## src/rtl/uart_irq_pkg.sv

```systemverilog
package uart_irq_pkg;
   typedef enum logic [3:0] {
      IID_NONE = 4'b0001,
      IID_TX   = 4'b0010,
      IID_RX   = 4'b0100
   } iid_e;

   function automatic int cnt_width(input int depth);
      return $clog2(depth + 1);
   endfunction
endpackage

```

## src/rtl/uart_irq_rx.sv

```systemverilog
module uart_irq_rx #(
   parameter int DEPTH = 64,
   parameter int CNT_W = 7
) (
   input  logic             clk,
   input  logic             rst_n,
   input  logic             fifo_en,
   input  logic             src_en,
   input  logic [1:0]       trig_sel,
   input  logic [CNT_W-1:0] count,
   input  logic             push,
   input  logic             pop,
   output logic             req,
   output logic             data_ready
);
   localparam int NUM_TRIG = 4;

   logic [CNT_W-1:0] thr_tab [NUM_TRIG];
   logic             dr_q;

   // trigger table: one character, then DEPTH/8, DEPTH/4, DEPTH/2
   for (genvar g = 0; g < NUM_TRIG; g++) begin : g_thr
      if (g == 0) begin : g_single
         assign thr_tab[g] = CNT_W'(1);
      end else begin : g_frac
         assign thr_tab[g] = CNT_W'(DEPTH >> (NUM_TRIG - g));
      end
   end

   assign req = fifo_en & src_en & (count >= thr_tab[trig_sel]);

   always_ff @(posedge clk) begin
      if (!rst_n) begin
         dr_q <= 1'b0;
      end else if (push) begin
         dr_q <= 1'b1;
      end else if (count == '0 || (pop && count == CNT_W'(1))) begin
         dr_q <= 1'b0;
      end
   end

   assign data_ready = dr_q;
endmodule

```

## src/rtl/uart_irq_tx.sv

```systemverilog
module uart_irq_tx #(
   parameter int DEPTH = 64,
   parameter int CNT_W = 7
) (
   input  logic             clk,
   input  logic             rst_n,
   input  logic             fifo_en,
   input  logic             src_en,
   input  logic             lvl_sel,
   input  logic [CNT_W-1:0] count,
   input  logic             thr_wr,
   input  logic             iir_rd,
   output logic             req,
   output logic             overflow,
   output logic             wr_drop
);
   localparam int HALF = DEPTH / 2;

   logic cond, cond_q, pend_q, ack, full, ovf_q;

   assign cond = lvl_sel ? (count == '0) : (count <= CNT_W'(HALF));
   assign ack  = thr_wr | iir_rd;
   assign full = (count == CNT_W'(DEPTH));

   always_ff @(posedge clk) begin
      if (!rst_n) begin
         cond_q <= 1'b0;
         pend_q <= 1'b0;
         ovf_q  <= 1'b0;
      end else begin
         cond_q <= cond;
         // raise on entry into the region, hold while inside, drop on ack
         pend_q <= cond & ~ack & (pend_q | ~cond_q);
         if (thr_wr && full) begin
            ovf_q <= 1'b1;
         end else if (iir_rd) begin
            ovf_q <= 1'b0;
         end
      end
   end

   assign req      = fifo_en & src_en & pend_q;
   assign overflow = ovf_q;
   assign wr_drop  = thr_wr & full;
endmodule

```

## src/rtl/uart_irq_prio.sv

```systemverilog
module uart_irq_prio
   import uart_irq_pkg::*;
(
   input  logic       rx_req,
   input  logic       tx_req,
   output logic [3:0] code,
   output logic       irq
);
   iid_e sel;

   always_comb begin
      if (rx_req) begin
         sel = IID_RX;
      end else if (tx_req) begin
         sel = IID_TX;
      end else begin
         sel = IID_NONE;
      end
   end

   assign code = sel;
   assign irq  = rx_req | tx_req;
endmodule

```

## src/rtl/uart_irq_gen.sv

```systemverilog
module uart_irq_gen
   import uart_irq_pkg::*;
#(
   parameter int DEPTH = 64,
   localparam int CNT_W = cnt_width(DEPTH)
) (
   input  logic             clk,
   input  logic             rst_n,
   input  logic             fifo_en,
   input  logic             tx_lvl_sel,
   input  logic [1:0]       rx_trig_sel,
   input  logic             ier_rx_en,
   input  logic             ier_tx_en,
   input  logic [CNT_W-1:0] rx_count,
   input  logic             rx_push,
   input  logic             rx_pop,
   input  logic [CNT_W-1:0] tx_count,
   input  logic             thr_wr,
   input  logic             iir_rd,
   output logic             irq,
   output logic [3:0]       iir_code,
   output logic             data_ready,
   output logic             tx_overflow,
   output logic             tx_wr_drop
);
   if (DEPTH < 8 || (DEPTH & (DEPTH - 1)) != 0) begin : g_bad_depth
      $error("uart_irq_gen: DEPTH must be a power of two of at least 8");
   end

   logic rx_req, tx_req;

   uart_irq_rx #(.DEPTH(DEPTH), .CNT_W(CNT_W)) u_rx (
      .clk        (clk),
      .rst_n      (rst_n),
      .fifo_en    (fifo_en),
      .src_en     (ier_rx_en),
      .trig_sel   (rx_trig_sel),
      .count      (rx_count),
      .push       (rx_push),
      .pop        (rx_pop),
      .req        (rx_req),
      .data_ready (data_ready)
   );

   uart_irq_tx #(.DEPTH(DEPTH), .CNT_W(CNT_W)) u_tx (
      .clk      (clk),
      .rst_n    (rst_n),
      .fifo_en  (fifo_en),
      .src_en   (ier_tx_en),
      .lvl_sel  (tx_lvl_sel),
      .count    (tx_count),
      .thr_wr   (thr_wr),
      .iir_rd   (iir_rd),
      .req      (tx_req),
      .overflow (tx_overflow),
      .wr_drop  (tx_wr_drop)
   );

   uart_irq_prio u_prio (
      .rx_req (rx_req),
      .tx_req (tx_req),
      .code   (iir_code),
      .irq    (irq)
   );
endmodule

```

## config.mk

```make
export PLATFORM = sky130hd
export DESIGN_NAME = uart_irq_gen
export DESIGN_NICKNAME = d
export VERILOG_FILES = /design/src/rtl/uart_irq_pkg.sv /design/src/rtl/uart_irq_rx.sv /design/src/rtl/uart_irq_tx.sv /design/src/rtl/uart_irq_prio.sv /design/src/rtl/uart_irq_gen.sv
export SDC_FILE = /design/constraint.sdc
export NUM_CORES = 1
export LEC_CHECK = 0
export ABC_AREA = 1
export BUFFER_PORTS_ARGS = -buffer_cell sky130_fd_sc_hd__buf_4
export CAP_MARGIN = 0
export CORE_AREA = 8 8 45 47
export CTS_CLUSTER_DIAMETER = 120
export DETAILED_ROUTE_END_ITERATION = 8
export DIE_AREA = 0 0 53 55
export GPL_TIMING_DRIVEN = 0
export PLACE_DENSITY_LB_ADDON = 0.05
export SETUP_SLACK_MARGIN = 0.2
export SYNTH_ARGS = -nofsm -noshare
export SYNTH_HDL_FRONTEND = slang
export SYNTH_SLANG_ARGS = --single-unit
```

## constraint.sdc

```tcl
create_clock -name clk -period 2.2 [get_ports clk]
set_clock_uncertainty 0.2 [all_clocks]
set_input_delay 0.33 -clock clk [delete_from_list [all_inputs] [get_ports clk]]
set_output_delay 0.33 -clock clk [all_outputs]
set_load 0.05 [all_outputs]
```

==> results of run 1 <==
[synth_stat cells, types with 2 or more instances]
master	instances	area, um2
nor2_1	11	41.3
or2_2	2	12.5
ha_1	4	50.1
inv_1	15	56.3
dfxtp_1	4	80.1
buf_4	2	15.0
nand3_1	4	20.0
a21oi_1	4	20.0
o21ai_0	4	20.0
nand2_1	14	52.6
[per-layer routing]
metal / global-route usage, % / part of all wire, % / vias to the layer above
met5: 0 / 0 / -
met4: 6.47 / 0.67 / 0
met3: 3.48 / 8.8 / 2
met2: 16.6 / 56 / 18
met1: 7.45 / 35 / 232
li1: - / - / 285
[cells by family after synthesis]
kind of cell | count (synthesis) | synth area share (%)
buffers and inverters | 17 | 17.4
AOI/OAI and AO/OA | 9 | 11.9
adders and majority gates | 4 | 12.2
DFF | 4 | 19.6
other | 1 | 0.917
and+or+nand+nor | 35 | 37.9
[worst min-delay path, delay by kind of cell]
| family | cells | cell delay, ps |
|---|---|---|
| buffers and inverters | 2 | 140 |
| AOI/OAI and AO/OA | 1 | 50 |
[metrics by stage]
| step | util (%) | area (um2) | std cells | hold slack, ps | setup slack, ps |
|---|---|---|---|---|---|
| 2_1_floorplan | - | 449 | 70 | 262 | 192 |
| 3_3_place_gp | 51.3 | 709 | 118 | 268 | -71.8 |
| 3_5_place_dp | 51.3 | 709 | 118 | 270 | -73.0 |
| 4_1_cts | 56.6 | 783 | 121 | 140 | 40.8 |
| 5_1_grt | 58.7 | 812 | 121 | 161 | -5.88 |
| 6_report | 58.7 | 812 | 121 | 146 | 72.2 |
[flip-flops by register name, summed over array words and instances (netlist names)]
register / count
u_rx.data_ready: 1
u_tx.cond_q: 1
u_tx.overflow: 1
u_tx.pend_q: 1
[power groups by stage]
stage          logic (mW)  registers, mW  clock network [mW]
2_1_floorplan      0.0593         0.0815                   0
3_3_place_gp        0.114         0.0768                   0
3_5_place_dp        0.116         0.0768                   0
4_1_cts             0.127         0.0757              0.0935
5_1_grt             0.146         0.0759              0.0979
6_report            0.133         0.0757              0.0877
[worst paths after layout]
kind                                                 start  slack, ps                           end
worst max-delay path                        rx_trig_sel[1]         70                   iir_code[2]
worst min-delay path                               rx_push        150  u_rx.data_ready$_SDFFE_PN0P_
worst max register to register      u_tx.cond_q$_SDFF_PN0_       1360        u_tx.pend_q$_SDFF_PN0_
worst min register to register  u_tx.overflow$_SDFFE_PN0P_        270    u_tx.overflow$_SDFFE_PN0P_
[area by class of cell]
class	count	area, um2
clock buffers	3	22.5
plain buffers	2	18.8
multi-input cells	49	340
fillers	143	572
inverters	15	56.3
well taps	16	20.0
flip-flops and latches	4	80.1
repair buffers	32	274
[what timing repair did]
| action | CTS | global route |
|---|---|---|
| resized for setup | 15 | 6 |
| setup endpoints to repair | 4 | 4 |
| pin swaps | 9 | 7 |
| cloned | 0 | 0 |
| buffers inserted | 0 | 0 |
[cells in the final DEF (no fill, tap or decap), drive strengths merged]
master | netlist | layout
buf | 2 | 34
inv | 15 | 15
nand2 | 14 | 14
nor2 | 11 | 11
nand3 | 5 | 5
a21oi | 5 | 5
o21ai | 4 | 4
dfxtp | 4 | 4
ha | 4 | 4
clkbuf | 0 | 3
or2 | 3 | 3
nand3b | 1 | 1
nor3 | 1 | 1
conb | 1 | 1
==> tab_implementation.tex, run 1 <==
\begin{tabular}{lr}
\hline
Metric & Value \\
\hline
\multicolumn{2}{l}{\textbf{CTS}} \\
Clock tree buffer depth & 2 \\
Count of H-tree levels built during CTS & 1 \\
Hold buffer count at cts & 0 \\
Clock transition at the registers of the reported paths & $\sim$40 ps \\
Library cell used as clock root buffer & clkbuf\_4 \\
Sink count of the clock tree & 4 \\
TritonCTS buffer count & 3 \\
Insertion delay of the later-clocked pin in the worst-skew pair & between 200 and 250 ps \\
TritonCTS clock tree & done \\
\multicolumn{2}{l}{\textbf{Floorplanning}} \\
Placeable core region & approximately 1400 um2 \\
Site Rows & 14 \\
Number of primary I/O pins & 34 \\
Effective utilization at floorplan & between 20\% and 30\% \\
Die boundary width & 53 um \\
Die span in y & between 50 and 60 um \\
Area of the die & roughly 2900 um2 \\
\multicolumn{2}{l}{\textbf{Worst setup path}} \\
Logic depth of the worst setup path including buffers & 11 \\
Crit path largest cell delay & 250 ps \\
Nature of the critical path startpoint & primary input \\
Count of buffering cells on the critical path with inverters included & 4 \\
Crit-path slowest cell & or2\_4 \\
Kind of end point of the critical path & output port \\
Ordered list of cells on the worst path & buf\_8, or2\_4, ha\_4, nand2\_1, nand2\_1, a21oi\_2, nand3\_4, nand2\_4, inv\_2, buf\_6, buf\_8 \\
Logic depth of the worst register-to-register path & 3 \\
Type of the worst setup path & in -> out \\
Worst endpoint required time & between 1500 and 2000 ps \\
Top delay family on crit path & simple AND/OR/NAND/NOR gates \\
CP Max Fanout & 4 \\
Critical path data arrival time & around 1600 ps \\
\multicolumn{2}{l}{\textbf{Yosys}} \\
Post-Synthesis Cells & 70 \\
Fraction of the yosys area taken by sequential cells & between 10\% and 20\% \\
Number of synthesized flops with an enable pin & 0 \\
Yosys warning total & 0 \\
Post-synth top flop & dfxtp\_1 \\
Number of nets in the synthesized netlist & 100 \\
Cell area after synthesis & approximately 410 um2 \\
Synthesis-stage register bit count & 4 \\
Distinct cells, synth & 16 \\
Average footprint of a synthesized cell & 5.84 um2 \\
Async S/R FF share, synth & 0\% \\
\multicolumn{2}{l}{\textbf{Drt}} \\
Detailed Route Iter0 Violations & 2 \\
Post-Route WL & roughly 1200 um \\
Remaining DRCs & 0 \\
Detailed-route vias per instance & roughly 4.4 \\
Routed wirelength normalized by instance count & 9.93 um \\
Number of optimization iterations in the first detailed-route pass & 2 \\
Antenna viol nets, final & 0 \\
Total via count in the routed design & $\sim$540 \\
\multicolumn{2}{l}{\textbf{Status}} \\
Status & complete, no violations \\
\multicolumn{2}{l}{\textbf{Power}} \\
Power density of the placed cells & roughly 360 nW/um2 \\
Internal Dissipation & roughly 0.20 mW \\
Net switching power & about 0.094 mW \\
Portion of total power attributed to the clock network & 29.6\% \\
Switching share of power & 31.7\% \\
Total power & just under 0.3 mW \\
Power share of the combinational group & approximately 45\% \\
Static Leak & about 0.43 nW \\
Sequential share of power & 25.6\% \\
IR drop worst, VDD & around 200 uV \\
\multicolumn{2}{l}{\textbf{GRT}} \\
Largest net degree at the start of global routing & 5 \\
Overall global routing resource usage & 8.85\% \\
Number of global-route vias before repair & about 560 \\
First-pass GRT wire length & 1950 um \\
Initial antenna violation count & 0 \\
Total gr overflow & 0 \\
\multicolumn{2}{l}{\textbf{Worst hold path}} \\
Hold Path Stages & 3 \\
Hold Path Class & in -> reg \\
\multicolumn{2}{l}{\textbf{Timing}} \\
Min Tclk post-route & around 2100 ps \\
Final Hold Vio Count & 0 \\
Achievable clock frequency & 470 MHz \\
Final Cycle Share & a little over nine tenths \\
Total count of max-transition violations in the final report & 0 \\
Setup repair after global routing missed its margin & yes \\
Final total negative setup slack & 0 ps \\
Final-report setup violation count & 0 \\
\multicolumn{2}{l}{\textbf{Cells and area}} \\
Number of antenna repair diodes & 0 \\
Share of layout cells above drive strength 1 & around 51\% \\
P\&R area growth vs syn & 98.5\% \\
Nets@finish & between 100 and 150 \\
\multicolumn{2}{l}{\textbf{Placed design}} \\
Placer's final routability congestion estimate & between 0.8 and 0.9 \\
Number of buffer cells added on primary ports & 32 \\
Half-perimeter wire length of the detailed placement result & around 1100 um \\
\multicolumn{2}{l}{\textbf{Run}} \\
Max-Cap Viols & 0 \\
\hline
\end{tabular}
Note: power is estimated with default switching activity, not from simulation.
==> inputs of run 2 (changes only) <==
--- a/config.mk
+++ b/config.mk
@@ -6,7 +6,7 @@
 export NUM_CORES = 1
 export LEC_CHECK = 0
 export ABC_AREA = 1
-export BUFFER_PORTS_ARGS = -buffer_cell sky130_fd_sc_hd__buf_4
+export BUFFER_PORTS_ARGS = -buffer_cell sky130_fd_sc_hd__buf_2
 export CAP_MARGIN = 0
 export CORE_AREA = 8 8 45 47
 export CTS_CLUSTER_DIAMETER = 120
@@ -18,3 +18,4 @@
 export SYNTH_ARGS = -nofsm -noshare
 export SYNTH_HDL_FRONTEND = slang
 export SYNTH_SLANG_ARGS = --single-unit
+export TNS_END_PERCENT = 10
==> tab_implementation.tex, run 2 (same netlist as run 1, synthesis figures left out) <==
\begin{tabular}{lr}
\hline
Metric & Value \\
\hline
\multicolumn{2}{l}{\textbf{Worst setup path}} \\
CP Max Fanout & 4 (unchanged) \\
Type of the worst setup path & in -> out \\
Kind of end point of the critical path & output port \\
Crit path largest cell delay & 270 ps (+20 ps) \\
Crit-path slowest cell & ha\_4 \\
Nature of the critical path startpoint & primary input \\
Logic depth of the worst register-to-register path & 3 (unchanged) \\
RR Endpoint & u\_tx.pend\_q\$\_SDFF\_PN0\_ \\
Worst R2R Setup Slack & 1370 ps (about the same) \\
Ordered list of cells on the worst path & buf\_8, or2\_4, ha\_4, buf\_4, nand3\_2, nand3\_4, nand2\_4, inv\_2, buf\_6, buf\_8 \\
Top delay family on crit path & simple AND/OR/NAND/NOR gates \\
Critical path data arrival time & 1600 ps (about the same) \\
Count of buffering cells on the critical path with inverters included & 5 (+1) \\
Worst endpoint required time & 1670 ps (about the same) \\
Most Frequent Cell on Critical Path & buf\_8 \\
Source of the worst register-to-register timing path & u\_tx.cond\_q\$\_SDFF\_PN0\_ \\
\multicolumn{2}{l}{\textbf{Drt}} \\
Post-Route WL & 1180 um (-1.8\%) \\
Number of optimization iterations in the first detailed-route pass & 4 (+2) \\
Detailed-route vias per instance & 4.31 (-2.9\%) \\
Detailed Route Iter0 Violations & 6 (+4) \\
Remaining DRCs & 0 (unchanged) \\
Antenna viol nets, final & 0 (unchanged) \\
Routed wirelength normalized by instance count & 9.66 um (-2.6\%) \\
Total via count in the routed design & 526 (-2.0\%) \\
\multicolumn{2}{l}{\textbf{CTS}} \\
Count of H-tree levels built during CTS & 1 (unchanged) \\
Hold buffer count at cts & 0 (unchanged) \\
TritonCTS buffer count & 3 (unchanged) \\
Library cell used as clock root buffer & clkbuf\_4 \\
Clock transition at the registers of the reported paths & 30 ps (about the same) \\
Insertion delay of the later-clocked pin in the worst-skew pair & 230 ps (about the same) \\
Clock tree buffer depth & 2 (unchanged) \\
TritonCTS clock tree & done \\
Sink count of the clock tree & 4 (unchanged) \\
\multicolumn{2}{l}{\textbf{Timing}} \\
Crit path setup slack, layout & 68.9 ps (-3.29 ps) \\
Final-report setup violation count & 0 (unchanged) \\
Total count of max-transition violations in the final report & 0 (unchanged) \\
Achievable clock frequency & 469 MHz (-0.15\%) \\
Final Cycle Share & 96.9\% (+0.15 points) \\
Min Tclk post-route & 2130 ps (+3.29 ps) \\
Final Hold Vio Count & 0 (unchanged) \\
Final total negative setup slack & 0 ps (unchanged) \\
Worst hold slack after final layout & 136 ps (-9.46 ps) \\
Setup repair after global routing missed its margin & yes \\
\multicolumn{2}{l}{\textbf{Status}} \\
Status & complete, no violations \\
\multicolumn{2}{l}{\textbf{Placed design}} \\
Number of instances in the placed design & 118 (unchanged) \\
Dpl cell area & 629 um2 (-11\%) \\
Number of buffer cells added on primary ports & 32 (unchanged) \\
Placer's final routability congestion estimate & 0.792 (-2.9\%) \\
Setup WS pre-CTS & -97.6 ps (-24.7 ps) \\
Half-perimeter wire length of the detailed placement result & 987 um (-6.7\%) \\
\multicolumn{2}{l}{\textbf{GRT}} \\
GR peak layer & met2 \\
Routing usage on met1 & 8.97\% (+1.5 points) \\
Overall global routing resource usage & 8.74\% (-0.11 points) \\
GR Util met3 & 2.41\% (-1.1 points) \\
First-pass GRT wire length & 1940 um (-0.36\%) \\
Largest net degree at the start of global routing & 5 (unchanged) \\
Total gr overflow & 0 (unchanged) \\
Initial antenna violation count & 0 (unchanged) \\
GR met2 Demand/Resource & 15.0\% (-1.6 points) \\
Number of global-route vias before repair & 516 (-7.5\%) \\
\multicolumn{2}{l}{\textbf{Cells and area}} \\
Nets@finish & 138 (+0.73\%) \\
Post-Route Utilization & 54.4\% (-4.2 points) \\
Leading cell type in the layout, fill and taps excluded & buf\_2 \\
Top library cells by usage in the layout, fill and taps aside & buf\_2 (26), inv\_1 (13), nor2\_1 (10) \\
Summed area of non-filler cells in the final layout & 753 um2 (-7.2\%) \\
Share of layout cells above drive strength 1 & 54.7\% (+3.3 points) \\
Number of antenna repair diodes & 0 (unchanged) \\
Count of placed standard cells in the final layout, fillers left out & 122 (+0.83\%) \\
P\&R area growth vs syn & 84.1\% \\
\multicolumn{2}{l}{\textbf{Floorplanning}} \\
Number of primary I/O pins & 34 (unchanged) \\
Site Rows & 14 (unchanged) \\
Die span in y & 55 um (unchanged) \\
Area of the die & 2920 um2 (unchanged) \\
Placeable core region & 1380 um2 (unchanged) \\
Die boundary width & 53 um (unchanged) \\
Effective utilization at floorplan & 29.6\% (unchanged) \\
\multicolumn{2}{l}{\textbf{Power}} \\
IR drop worst, VDD & 203 uV (about the same) \\
Total power & 0.290 mW (-1.9\%) \\
Static Leak & 0.413 nW (-3.7\%) \\
Power density of the placed cells & 386 nW/um2 (+5.8\%) \\
\multicolumn{2}{l}{\textbf{Worst hold path}} \\
Hold Path Class & in -> reg \\
Launch instance of the worst min-delay path & rx\_push \\
Hold Path Sink & u\_rx.data\_ready\$\_SDFFE\_PN0P\_ \\
Hold Path Stages & 3 (unchanged) \\
\multicolumn{2}{l}{\textbf{Run}} \\
Max-Cap Viols & 0 (unchanged) \\
\hline
\end{tabular}
[run 2: cell types whose count changed in the layout (fill, tap and decap cells not counted), moves of 4 or more]
cell,delta
buf_2,+26
nand2_2,+4
nand2_1,-4
buf_4,-24
[run 2: worst max-delay path by stage]
stage	startpoint	end	slack, ps	cells after the start
CTS	rx_trig_sel[0]	iir_code[2]	40	12
floorplan	rx_trig_sel[0]	iir_code[0]	190	8
global route	rx_trig_sel[0]	iir_code[2]	4	12
global placement	rx_trig_sel[1]	iir_code[2]	-90	11
detailed placement	rx_trig_sel[1]	iir_code[2]	-100	11
finish	rx_trig_sel[1]	iir_code[2]	70	10
[run 2: timing repair]
item                       in CTS  in global routing
setup buffers                   0                  1
pin swaps                       6                  8
cloned                          0                  0
setup endpoints to repair       4                  4
gates resized for setup        15                 10
[run 2: worst register-to-register path, stage by stage, from the launching register on]
cell and delay, ps:
dfxtp_1 290, inv_1 30, o21ai_0 130, nor3_1 60
[run 2: per-layer routing]
metal	routed length [um]	part of all wire, %	up-vias
li1	-	-	287
met1	474	40	219
met2	620	53	18
met3	75	6.4	2
met4	8	0.68	0
met5	0	0	-
[run 2: cell type report]
class,instances,area [um2]
plain buffers,2,18.8
clock buffers,3,22.5
fillers,149,631
inverters,15,56.3
multi-input cells,49,350
flip-flops and latches,4,80.1
well taps,16,20.0
repair buffers,33,205
[run 2: report_power, final]
| part | internal, mW | switching [mW] |
|---|---|---|
| sequential | 0.0750 | 0.000668 |
| combinational | 0.0571 | 0.0688 |
| clock | 0.0609 | 0.0281 |
==> inputs of run 3 (changes only) <==
==> constraint.sdc (replaced) <==
create_clock -name clk -period 1.9 [get_ports clk]
set_clock_uncertainty 0.2 [all_clocks]
set_input_delay 0.285 -clock clk [delete_from_list [all_inputs] [get_ports clk]]
set_output_delay 0.285 -clock clk [all_outputs]
set_load 0.05 [all_outputs]
==> tab_implementation.tex, run 3 (same netlist as run 1, synthesis figures left out) <==
\begin{tabular}{lr}
\hline
Metric & Value \\
\hline
\multicolumn{2}{l}{\textbf{Status}} \\
Status & finished, violations left \\
Violations in the final reports & setup timing \\
\multicolumn{2}{l}{\textbf{CTS}} \\
TritonCTS buffer count & 3 (unchanged) \\
Count of H-tree levels built during CTS & 1 (unchanged) \\
Library cell used as clock root buffer & clkbuf\_4 \\
Insertion delay of the later-clocked pin in the worst-skew pair & 230 ps (about the same) \\
Clock tree buffer depth & 2 (unchanged) \\
Sink count of the clock tree & 4 (unchanged) \\
Clock transition at the registers of the reported paths & 30 ps (about the same) \\
TritonCTS clock tree & done \\
Hold buffer count at cts & 0 (unchanged) \\
\multicolumn{2}{l}{\textbf{Drt}} \\
Detailed-route vias per instance & 4.26 (-1.1\%) \\
Total via count in the routed design & 520 (-1.1\%) \\
Remaining DRCs & 0 (unchanged) \\
Number of optimization iterations in the first detailed-route pass & 4 (unchanged) \\
Detailed Route Iter0 Violations & 1 (-5) \\
Post-Route WL & 1230 um (+4.3\%) \\
Antenna viol nets, final & 0 (unchanged) \\
Routed wirelength normalized by instance count & 10.1 um (+4.3\%) \\
\multicolumn{2}{l}{\textbf{Timing}} \\
Worst hold slack after final layout & 91.0 ps (-45.0 ps) \\
Final total negative setup slack & -506 ps (-506 ps) \\
Achievable clock frequency & slightly below 500 MHz \\
Final-report setup violation count & 4 (+4) \\
Min Tclk post-route & 2070 ps \\
Crit path setup slack, layout & -166 ps (-235 ps) \\
Final Cycle Share & 109\% \\
Total count of max-transition violations in the final report & 0 (unchanged) \\
Setup repair after global routing missed its margin & yes \\
Final Hold Vio Count & 0 (unchanged) \\
\multicolumn{2}{l}{\textbf{Power}} \\
IR drop worst, VDD & 244 uV (+20\%) \\
Static Leak & 0.415 nW (+0.39\%) \\
Total power & 0.340 mW (+17\%) \\
Power density of the placed cells & 437 nW/um2 (+13\%) \\
\multicolumn{2}{l}{\textbf{GRT}} \\
Largest net degree at the start of global routing & 5 (unchanged) \\
First-pass GRT wire length & 1970 um (+1.4\%) \\
Total gr overflow & 0 (unchanged) \\
Initial antenna violation count & 0 (unchanged) \\
Overall global routing resource usage & 8.91\% (+0.16 points) \\
Number of global-route vias before repair & 526 (+1.9\%) \\
\multicolumn{2}{l}{\textbf{Floorplanning}} \\
Area of the die & 2920 um2 (unchanged) \\
Placeable core region & 1380 um2 (unchanged) \\
Site Rows & 14 (unchanged) \\
Die boundary width & 53 um (unchanged) \\
Effective utilization at floorplan & 29.6\% (unchanged) \\
Number of primary I/O pins & 34 (unchanged) \\
Die span in y & 55 um (unchanged) \\
\multicolumn{2}{l}{\textbf{Cells and area}} \\
Number of antenna repair diodes & 0 (unchanged) \\
Nets@finish & 138 (unchanged) \\
Area of the multi-input gates & 358 um2 (+2.1\%) \\
Leading cell type in the layout, fill and taps excluded & buf\_2 \\
FF/Latch Area & 80.1 um2 (unchanged) \\
Post-Route Utilization & 56.2\% (+1.8 points) \\
Top library cells by usage in the layout, fill and taps aside & buf\_2 (25), inv\_1 (12), nor2\_1 (10) \\
Share of layout cells above drive strength 1 & 54.7\% (unchanged) \\
Summed area of non-filler cells in the final layout & 778 um2 (+3.3\%) \\
Fill cell count & 151 (+1.3\%) \\
P\&R area growth vs syn & 90.2\% \\
Count of placed standard cells in the final layout, fillers left out & 122 (unchanged) \\
\multicolumn{2}{l}{\textbf{Worst setup path}} \\
Count of buffering cells on the critical path with inverters included & 4 (-1) \\
Kind of end point of the critical path & output port \\
Ordered list of cells on the worst path & buf\_8, or2\_4, ha\_4, nand2\_1, nand2\_1, a21oi\_2, nand3\_4, nand2\_4, inv\_2, buf\_6, buf\_8 \\
Top delay family on crit path & simple AND/OR/NAND/NOR gates \\
CP Max Fanout & 4 (unchanged) \\
Worst endpoint required time & 1410 ps (-260 ps) \\
Type of the worst setup path & in -> out \\
Critical path data arrival time & 1580 ps (-20 ps) \\
Nature of the critical path startpoint & primary input \\
Crit path largest cell delay & 250 ps (-20 ps) \\
Crit-path slowest cell & or2\_4 \\
\multicolumn{2}{l}{\textbf{Placed design}} \\
Placer's final routability congestion estimate & 0.792 (unchanged) \\
Setup WS pre-CTS & -308 ps (-210 ps) \\
Half-perimeter wire length of the detailed placement result & 987 um (unchanged) \\
Number of instances in the placed design & 118 (unchanged) \\
Dpl cell area & 629 um2 (unchanged) \\
Number of buffer cells added on primary ports & 32 (unchanged) \\
\multicolumn{2}{l}{\textbf{Run}} \\
Max-Cap Viols & 0 (unchanged) \\
\multicolumn{2}{l}{\textbf{Worst hold path}} \\
Hold Path Class & in -> reg \\
\hline
\end{tabular}
[run 3: cell counts in the layout (fill, tap and decap cells not counted)]
No cell type changed its count.
[run 3: worst paths after layout]
path | from | to | slack [ps] | cells past startpoint
worst max-delay path | rx_trig_sel[1] | iir_code[2] | -170 | 11
worst min register to register | u_tx.overflow$_SDFFE_PN0P_ | u_tx.overflow$_SDFFE_PN0P_ | 260 | 2
worst max register to register | u_tx.cond_q$_SDFF_PN0_ | u_tx.pend_q$_SDFF_PN0_ | 1070 | 3
worst min-delay path | rx_push | u_rx.data_ready$_SDFFE_PN0P_ | 90 | 3
[run 3: layout make-up]
type                            count  share of cell area [%]
Timing Repair Buffer               33                    28.6
Multi-Input combinational cell     49                    46.0
Sequential cell                     4                    10.3
Buffer                              2                    2.41
Clock buffer                        3                    2.89
Inverter                           15                    7.23
Tap cell                           16                    2.57
[run 3: tightest hold or removal path, delay by kind of cell]
family,cells,cell delay [ps]
AOI/OAI and AO/OA,1,50
buffers and inverters,2,130
[run 3: report_power, final]
group	internal (mW)	switching [mW]
Sequential	0.0868	0.000773
Combinational	0.0685	0.0810
Clock	0.0705	0.0325
[run 3: layer usage]
layer	vias up	wire length, um	track usage (%)
met5	-	0	0
met4	0	8	6.47
met3	2	75	2.41
met2	18	667	15.8
met1	213	479	8.81
li1	287	-	-
[run 3: timing repair]
| item | in CTS | in global routing |
|---|---|---|
| gates resized for setup | 20 | 10 |
| setup buffers | 0 | 1 |
| pin swaps | 7 | 6 |
| setup endpoints to repair | 4 | 5 |
